## config.mk

```make
export PLATFORM = sky130hd
export DESIGN_NAME = spi_chain_seq
export DESIGN_NICKNAME = d
export VERILOG_FILES = /design/src/rtl/spi_chain_pkg.sv /design/src/rtl/spi_chain_arg_check.sv /design/src/rtl/spi_chain_walk.sv /design/src/rtl/spi_chain_tally.sv /design/src/rtl/spi_chain_seq.sv
export SDC_FILE = /design/constraint.sdc
export NUM_CORES = 1
export LEC_CHECK = 0
export ABC_AREA = 1
export BUFFER_PORTS_ARGS = -buffer_cell sky130_fd_sc_hd__buf_2
export CAP_MARGIN = 10
export CELL_PAD_IN_SITES_DETAIL_PLACEMENT = 1
export CELL_PAD_IN_SITES_GLOBAL_PLACEMENT = 1
export CORE_MARGIN = 5
export CORE_UTILIZATION = 40
export CTS_CLUSTER_DIAMETER = 40
export CTS_CLUSTER_SIZE = 10
export DETAILED_ROUTE_END_ITERATION = 7
export PLACE_DENSITY = 0.86
export SLEW_MARGIN = 15
export SYNTH_ARGS = -nofsm -noshare
export SYNTH_HDL_FRONTEND = slang
export SYNTH_SLANG_ARGS = --single-unit
export TNS_END_PERCENT = 1
```

## constraint.sdc

```tcl
create_clock -name clk -period 8.32 [get_ports clk]
set_clock_uncertainty 0.2 [all_clocks]
set_input_delay 0 -clock clk [delete_from_list [all_inputs] [get_ports clk]]
set_output_delay 0 -clock clk [all_outputs]
set_load 0.1 [all_outputs]
```

## src/rtl/spi_chain_pkg.sv

```systemverilog
package spi_chain_pkg;
  localparam int OP_W   = 8;
  localparam int CHIP_W = 8;
  localparam int WORD_W = OP_W + CHIP_W;

  localparam int LEN_JOB = 30;
  localparam int LEN_RES = 4;
  localparam int LEN_QUE = 5;

  typedef enum logic [1:0] {CMD_JOB = 2'd0, CMD_RES = 2'd1, CMD_QUE = 2'd2} cmd_e;

  function automatic logic [OP_W-1:0] opcode_of(cmd_e c);
    case (c)
      CMD_JOB: opcode_of = 8'h07;
      CMD_RES: opcode_of = 8'h08;
      default: opcode_of = 8'h0A;
    endcase
  endfunction

  function automatic int body_of(cmd_e c);
    case (c)
      CMD_JOB: body_of = LEN_JOB;
      CMD_RES: body_of = LEN_RES;
      default: body_of = LEN_QUE;
    endcase
  endfunction

  // broadcast filler scales with chain length, unicast with target depth
  function automatic int total_of(cmd_e c, int chip, int m);
    if (c == CMD_RES) total_of = body_of(c) + 2 * m;
    else              total_of = body_of(c) + 2 * chip - 1;
  endfunction
endpackage

```

## src/rtl/spi_chain_arg_check.sv

```systemverilog
module spi_chain_arg_check import spi_chain_pkg::*; #(
  parameter int MAX_CHIPS = 254
) (
  input  logic              round_all,
  input  logic [CHIP_W-1:0] chain_len,
  input  logic [CHIP_W-1:0] target,
  output logic              args_ok
);
  logic len_ok, tgt_ok;

  always_comb begin
    len_ok  = (chain_len != '0) && (int'(chain_len) <= MAX_CHIPS);
    tgt_ok  = round_all || ((target != '0) && (target <= chain_len));
    args_ok = len_ok && tgt_ok;
  end
endmodule

```

## src/rtl/spi_chain_walk.sv

```systemverilog
module spi_chain_walk import spi_chain_pkg::*; #(
  parameter int IDX_W = 10
) (
  input  logic              clk,
  input  logic              rst,
  input  logic              load,
  input  logic [CHIP_W-1:0] load_m,
  input  logic [CHIP_W-1:0] load_n,
  input  logic              load_all,
  input  logic              ready,
  output logic              act,
  output logic [WORD_W-1:0] word,
  output logic              pad,
  output logic              last,
  output logic              hs,
  output logic              round_end
);
  cmd_e              cmd_q, cmd_n;
  logic [IDX_W-1:0]  idx_q, idx_n;
  logic [CHIP_W-1:0] chip_q, chip_n, m_q, m_n, field_n;
  logic              act_q, act_n, all_q, all_n;
  logic [WORD_W-1:0] word_q, word_n;
  logic              pad_q, pad_n, last_q, last_n;
  logic              cur_last, more_chips;

  always_comb begin
    cur_last   = (int'(idx_q) == total_of(cmd_q, int'(chip_q), int'(m_q)) - 1);
    more_chips = all_q && (chip_q < m_q);
    hs         = act_q && ready;
    round_end  = hs && cur_last && (cmd_q == CMD_QUE) && !more_chips;

    act_n  = act_q;
    cmd_n  = cmd_q;
    idx_n  = idx_q;
    chip_n = chip_q;
    m_n    = m_q;
    all_n  = all_q;
    if (load) begin
      act_n  = 1'b1;
      cmd_n  = CMD_JOB;
      idx_n  = '0;
      chip_n = load_all ? CHIP_W'(1) : load_n;
      m_n    = load_m;
      all_n  = load_all;
    end else if (hs) begin
      if (!cur_last) begin
        idx_n = idx_q + IDX_W'(1);
      end else begin
        idx_n = '0;
        case (cmd_q)
          CMD_JOB: cmd_n = CMD_RES;
          CMD_RES: cmd_n = CMD_QUE;
          default: begin
            cmd_n = CMD_JOB;
            if (more_chips) chip_n = chip_q + CHIP_W'(1);
            else            act_n  = 1'b0;
          end
        endcase
      end
    end

    // output decode from next state, so the ports leave flops directly
    field_n = (cmd_n == CMD_RES) ? '0 : chip_n;
    word_n  = (act_n && idx_n == '0) ? {opcode_of(cmd_n), field_n} : '0;
    pad_n   = act_n && (int'(idx_n) >= body_of(cmd_n));
    last_n  = act_n && (int'(idx_n) == total_of(cmd_n, int'(chip_n), int'(m_n)) - 1);
  end

  always_ff @(posedge clk) begin
    if (rst) begin
      act_q  <= 1'b0;
      cmd_q  <= CMD_JOB;
      idx_q  <= '0;
      chip_q <= '0;
      m_q    <= '0;
      all_q  <= 1'b0;
      word_q <= '0;
      pad_q  <= 1'b0;
      last_q <= 1'b0;
    end else begin
      act_q  <= act_n;
      cmd_q  <= cmd_n;
      idx_q  <= idx_n;
      chip_q <= chip_n;
      m_q    <= m_n;
      all_q  <= all_n;
      word_q <= word_n;
      pad_q  <= pad_n;
      last_q <= last_n;
    end
  end

  assign act  = act_q;
  assign word = word_q;
  assign pad  = pad_q;
  assign last = last_q;
endmodule

```

## src/rtl/spi_chain_tally.sv

```systemverilog
module spi_chain_tally #(
  parameter int CNT_W = 19
) (
  input  logic             clk,
  input  logic             rst,
  input  logic             clear,
  input  logic             hs,
  input  logic             round_end,
  output logic             done,
  output logic [CNT_W-1:0] total
);
  logic [CNT_W-1:0] count_q;
  logic             done_q;

  always_ff @(posedge clk) begin
    if (rst) begin
      count_q <= '0;
      done_q  <= 1'b0;
    end else begin
      count_q <= clear ? '0 : count_q + CNT_W'(hs);
      done_q  <= round_end;
    end
  end

  assign done  = done_q;
  assign total = count_q;
endmodule

```

## src/rtl/spi_chain_seq.sv

```systemverilog
module spi_chain_seq import spi_chain_pkg::*; #(
  parameter int MAX_CHIPS = 254,
  localparam int IDX_W = $clog2(LEN_JOB + 2 * MAX_CHIPS),
  localparam int CNT_W = $clog2(MAX_CHIPS * (4 * MAX_CHIPS + 39) + 1)
) (
  input  logic              clk,
  input  logic              rst,
  input  logic              start,
  input  logic              round_all,
  input  logic [CHIP_W-1:0] chain_len,
  input  logic [CHIP_W-1:0] target,
  output logic [WORD_W-1:0] word_data,
  output logic              word_valid,
  input  logic              word_ready,
  output logic              word_pad,
  output logic              word_last,
  input  logic [WORD_W-1:0] reply_in,
  output logic [WORD_W-1:0] rx_word,
  output logic              rx_valid,
  output logic              busy,
  output logic              err,
  output logic              done,
  output logic [CNT_W-1:0]  words_total
);
  logic args_ok, accept, reject, act, hs, round_end;
  logic err_q, rx_valid_q;
  logic [WORD_W-1:0] rx_word_q;

  spi_chain_arg_check #(.MAX_CHIPS(MAX_CHIPS)) u_check (
    .round_all(round_all), .chain_len(chain_len), .target(target), .args_ok(args_ok)
  );

  assign accept = start && !act && args_ok;
  assign reject = start && !act && !args_ok;

  spi_chain_walk #(.IDX_W(IDX_W)) u_walk (
    .clk(clk), .rst(rst), .load(accept), .load_m(chain_len), .load_n(target),
    .load_all(round_all), .ready(word_ready), .act(act), .word(word_data),
    .pad(word_pad), .last(word_last), .hs(hs), .round_end(round_end)
  );

  spi_chain_tally #(.CNT_W(CNT_W)) u_tally (
    .clk(clk), .rst(rst), .clear(accept), .hs(hs), .round_end(round_end),
    .done(done), .total(words_total)
  );

  always_ff @(posedge clk) begin
    if (rst) begin
      err_q      <= 1'b0;
      rx_valid_q <= 1'b0;
      rx_word_q  <= '0;
    end else begin
      if (accept)      err_q <= 1'b0;
      else if (reject) err_q <= 1'b1;
      rx_valid_q <= hs && word_pad;
      if (hs && word_pad) rx_word_q <= reply_in;
    end
  end

  assign word_valid = act;
  assign busy       = act;
  assign err        = err_q;
  assign rx_valid   = rx_valid_q;
  assign rx_word    = rx_word_q;
endmodule

```

==> metrics.md <==
| Metric | Value |
|---|---|
| # clock sinks | `81` |
| Synth area leader | `dfxtp_1` |
| Netlist cell types | `48` |
| Critical Path Fanout Max | `12` |
| Final setup fails | `0` |
| Ranking of synthesized cells by area | `dfxtp_1, nand2_1, ha_1` |
| Min-delay worst type | `in -> reg` |
| Syn Area/Cell | `6.43 µm²` |
| CTS max path bufs | `2` |
| GPL Wtd Cong | `0.940` |
| Cells after synthesis | `921` |
| Outcome | `finished clean` |
| Pleak | `0.00351 µW` |
| Max IR drop VDD | `0.0000972 V` |
| Fin. Hold Viols | `0` |
| Vias in the first global route | `6,792` |
| Post-layout min period | `7490 ps` |
| Ratio of cells with drive above 1 in the final layout | `0.157` |
| WHS Endpoint | `u_walk.word[5]$_SDFF_PP0_` |
| Design Area, Final | `7140 µm²` |
| Yosys top cell area share | `0.274` |
| WL final | `20.9 mm` |
| GRT overflow | `0` |
| Initial DRT Pass Iterations | `5` |
| Setup crit end kind | `flip-flop` |
| Hold path depth | `5` |
| Max Cap Viol | `0` |
| Tightest Pin Transition | `853 ps` |
| Slowest-stage cell, CP | `dfxtp_1` |
| Core Box Area | `14,500 µm²` |
| Chip height | `132 µm` |
| Clk Latency, worst-skew pair | `350 ps` |
| Post-synthesis sequential area ratio | `0.274` |
| Area growth syn-to-layout | `20.5%` |
| Rows | `44` |
| DP Worst Slack | `808 ps` |
| Period utilization | `0.900` |
| Wire length per cell | `17.0 µm` |
| Fmax | `134 MHz` |
| Die width | `132 µm` |
| Crit start category | `flip-flop` |
| Via density | `5.25` |
| Placed inst area | `6520 µm²` |
| TritonCTS buffer count | `9` |
| Initial antenna violation count | `2` |
| Final core utilization | `0.491` |
| Root buf cell | `clkbuf_16` |
| Post-synth ARST share | `0` |
| WP data required | `8410 ps` |
| Worst r2r src | `u_walk.cmd_q[1]$_SDFF_PP0_` |
| I/O Buffers | `90` |
| Vias | `6,438` |
| Final #Nets | `1,113` |
| DRT antenna net count | `0` |
| Seq cells post-synth | `81` |
| Mapped Area | `5920 µm²` |
| DRC viols | `0` |
| Largest net degree at the start of global routing | `50` |
| Post-route setup slack | `832 ps` |
| Pwr Density | `160 nW/µm²` |
| R2R Path End | `u_walk.last$_SDFF_PP0_` |
| Io pins | `95` |
| Fin. max-slew vios | `0` |
| Htree depth | `3` |
| Worst-case reg-to-reg path depth | `53` |
| Dpl hpwl | `15.3 mm` |
| Initial Util | `0.407` |
| Total GRT Usage | `0.236` |
| Reg2reg setup slack | `830 ps` |
| Main synth FF type | `dfxtp_1` |
| Layout fillers | `1,986` |
| Critical path type | `reg -> reg` |
| Slowest cell delay on critical path | `410 ps` |
| Number of synthesized flops with an enable pin | `0` |
| Slew headroom | `0.426` |
| Initial DRC Count | `372` |
| Die area | `17,300 µm²` |
| Hold Startpoint | `target[5]` |
| Yosys warnings | `0` |
| TritonCTS clock tree | `yes` |
| Clk slew on worst S/H paths | `60 ps` |
| First-pass GRT wire length | `33.6 mm` |
| WP data arrival | `7570 ps` |
[Yosys cell counts (4+ instances only)]
master / number
nand2_2: 10
xor2_1: 13
buf_4: 7
nand3_1: 105
o21ai_2: 4
inv_1: 132
nand2_4: 6
nand3_2: 8
nor3b_1: 8
nor2_2: 7
nand4_1: 17
nor2_1: 124
xnor2_1: 8
nor4_1: 6
inv_2: 6
dfxtp_1: 81
o21ai_0: 25
ha_1: 42
nor3_1: 19
nand2_1: 206
a21oi_1: 35
clkbuf_1: 11
[through the flow]
stage | setup TNS [ps] | power [µW] | hold slack (ps) | cells
5_1_grt | -4.96 | 1200 | 54.0 | 1226
6_report | 0 | 1140 | 30.2 | 1226
3_3_place_gp | 0 | 701 | 77.5 | 1179
3_5_place_dp | 0 | 708 | 78.3 | 1179
2_1_floorplan | 0 | 631 | -116 | 924
4_1_cts | 0 | 1140 | 2.57 | 1223
[critical path, delay by kind of cell, from the launching register on]
| kind | cells | cell delay (ps) |
|---|---|---|
| adders and majority gates | 7 | 1960 |
| AOI/OAI and AO/OA | 5 | 710 |
| DFF | 1 | 410 |
| xor gates and xnor gates | 1 | 190 |
| buffers and inverters | 8 | 750 |
| and+or+nand+nor | 32 | 3180 |
[kinds of logic (layout without fill, tap and decap cells)]
logic type | after synthesis | count (layout) | share of synthesized area
flip-flops | 81 | 81 | 0.274
buffers and inverters | 163 | 278 | 0.109
XOR/XNOR | 21 | 21 | 0.0311
multiplexers | 1 | 1 | 0.00169
other | 1 | 7 | 0.000633
AO/OA/AOI/OAI | 84 | 84 | 0.0811
adder cells (fa/ha/maj) | 42 | 42 | 0.0887
AND/OR/NAND/NOR | 528 | 528 | 0.414
[state kept, by name, summed over array words and instances (netlist names), 2 cells and up]
name           count
rx_word           16
u_tally.total     19
u_walk.chip_q      8
u_walk.cmd_q       2
u_walk.idx_q      10
u_walk.m_q         8
u_walk.word       11
[layout make-up]
type	count	area, µm²	share of cell area
multi-input cells	680	3670	0.515
clock inverters	5	62.6	0.00877
flip-flops and latches	81	1620	0.227
inverters	140	526	0.0736
clock buffers	11	253	0.0354
well taps	184	230	0.0323
diodes	3	7.51	0.00105
repair buffers	122	761	0.107
[timing repair]
action                                 in CTS  in global routing
hold buffers                               28                  0
resized for setup                           0                  4
setup buffers                               0                  0
endpoints found under the hold margin      33                  0
setup endpoints to repair                   0                  1
[routing by layer]
| layer | part of all wire | vias up | track usage |
|---|---|---|---|
| met1 | 0.43 | 3052 | 0.287 |
| li1 | - | 3178 | - |
| met3 | 0.046 | 51 | 0.0432 |
| met2 | 0.49 | 157 | 0.406 |
| met4 | 0.033 | 0 | 0.102 |
| met5 | 0 | - | 0 |
[cell usage in the layout, fill, tap and decap left out, types with 6 or more instances in the layout]
cell             n
a21oi_1         35
buf_2           90
clkbuf_16        9
dfxtp_1         80
dlygate4sd3_1   28
ha_1            41
inv_1          132
inv_2            6
nand2_1        206
nand2_2         10
nand2_4          6
nand3_1        105
nand3_2          8
nand4_1         17
nor2_1         123
nor2_2           8
nor3_1          19
nor3b_1          8
nor4_1           6
o21ai_0         25
xnor2_1          8
xor2_1          13
[worst max path at each step]
stage	from	to	slack, ps	depth (start not counted)
global placement	u_walk.cmd_q[0]$_SDFF_PP0_	u_walk.last$_SDFF_PP0_	1120	55
detailed placement	u_walk.cmd_q[0]$_SDFF_PP0_	u_walk.last$_SDFF_PP0_	810	55
finish	u_walk.cmd_q[1]$_SDFF_PP0_	u_walk.last$_SDFF_PP0_	830	53
CTS	u_walk.cmd_q[0]$_SDFF_PP0_	u_walk.last$_SDFF_PP0_	780	55
floorplan	u_walk.cmd_q[0]$_SDFF_PP0_	u_walk.last$_SDFF_PP0_	1600	55
global route	u_walk.cmd_q[1]$_SDFF_PP0_	u_walk.last$_SDFF_PP0_	-5	55
[power by group]
part | total [µW] | leakage [µW] | switching, µW | internal (µW)
Sequential | 411 | 0.000657 | 11.1 | 400
Combinational | 307 | 0.00270 | 220 | 86.7
Clock | 423 | 0.000148 | 173 | 251
Total | 1140 | 0.00351 | 404 | 737
Power figures use the tool's default switching activity.
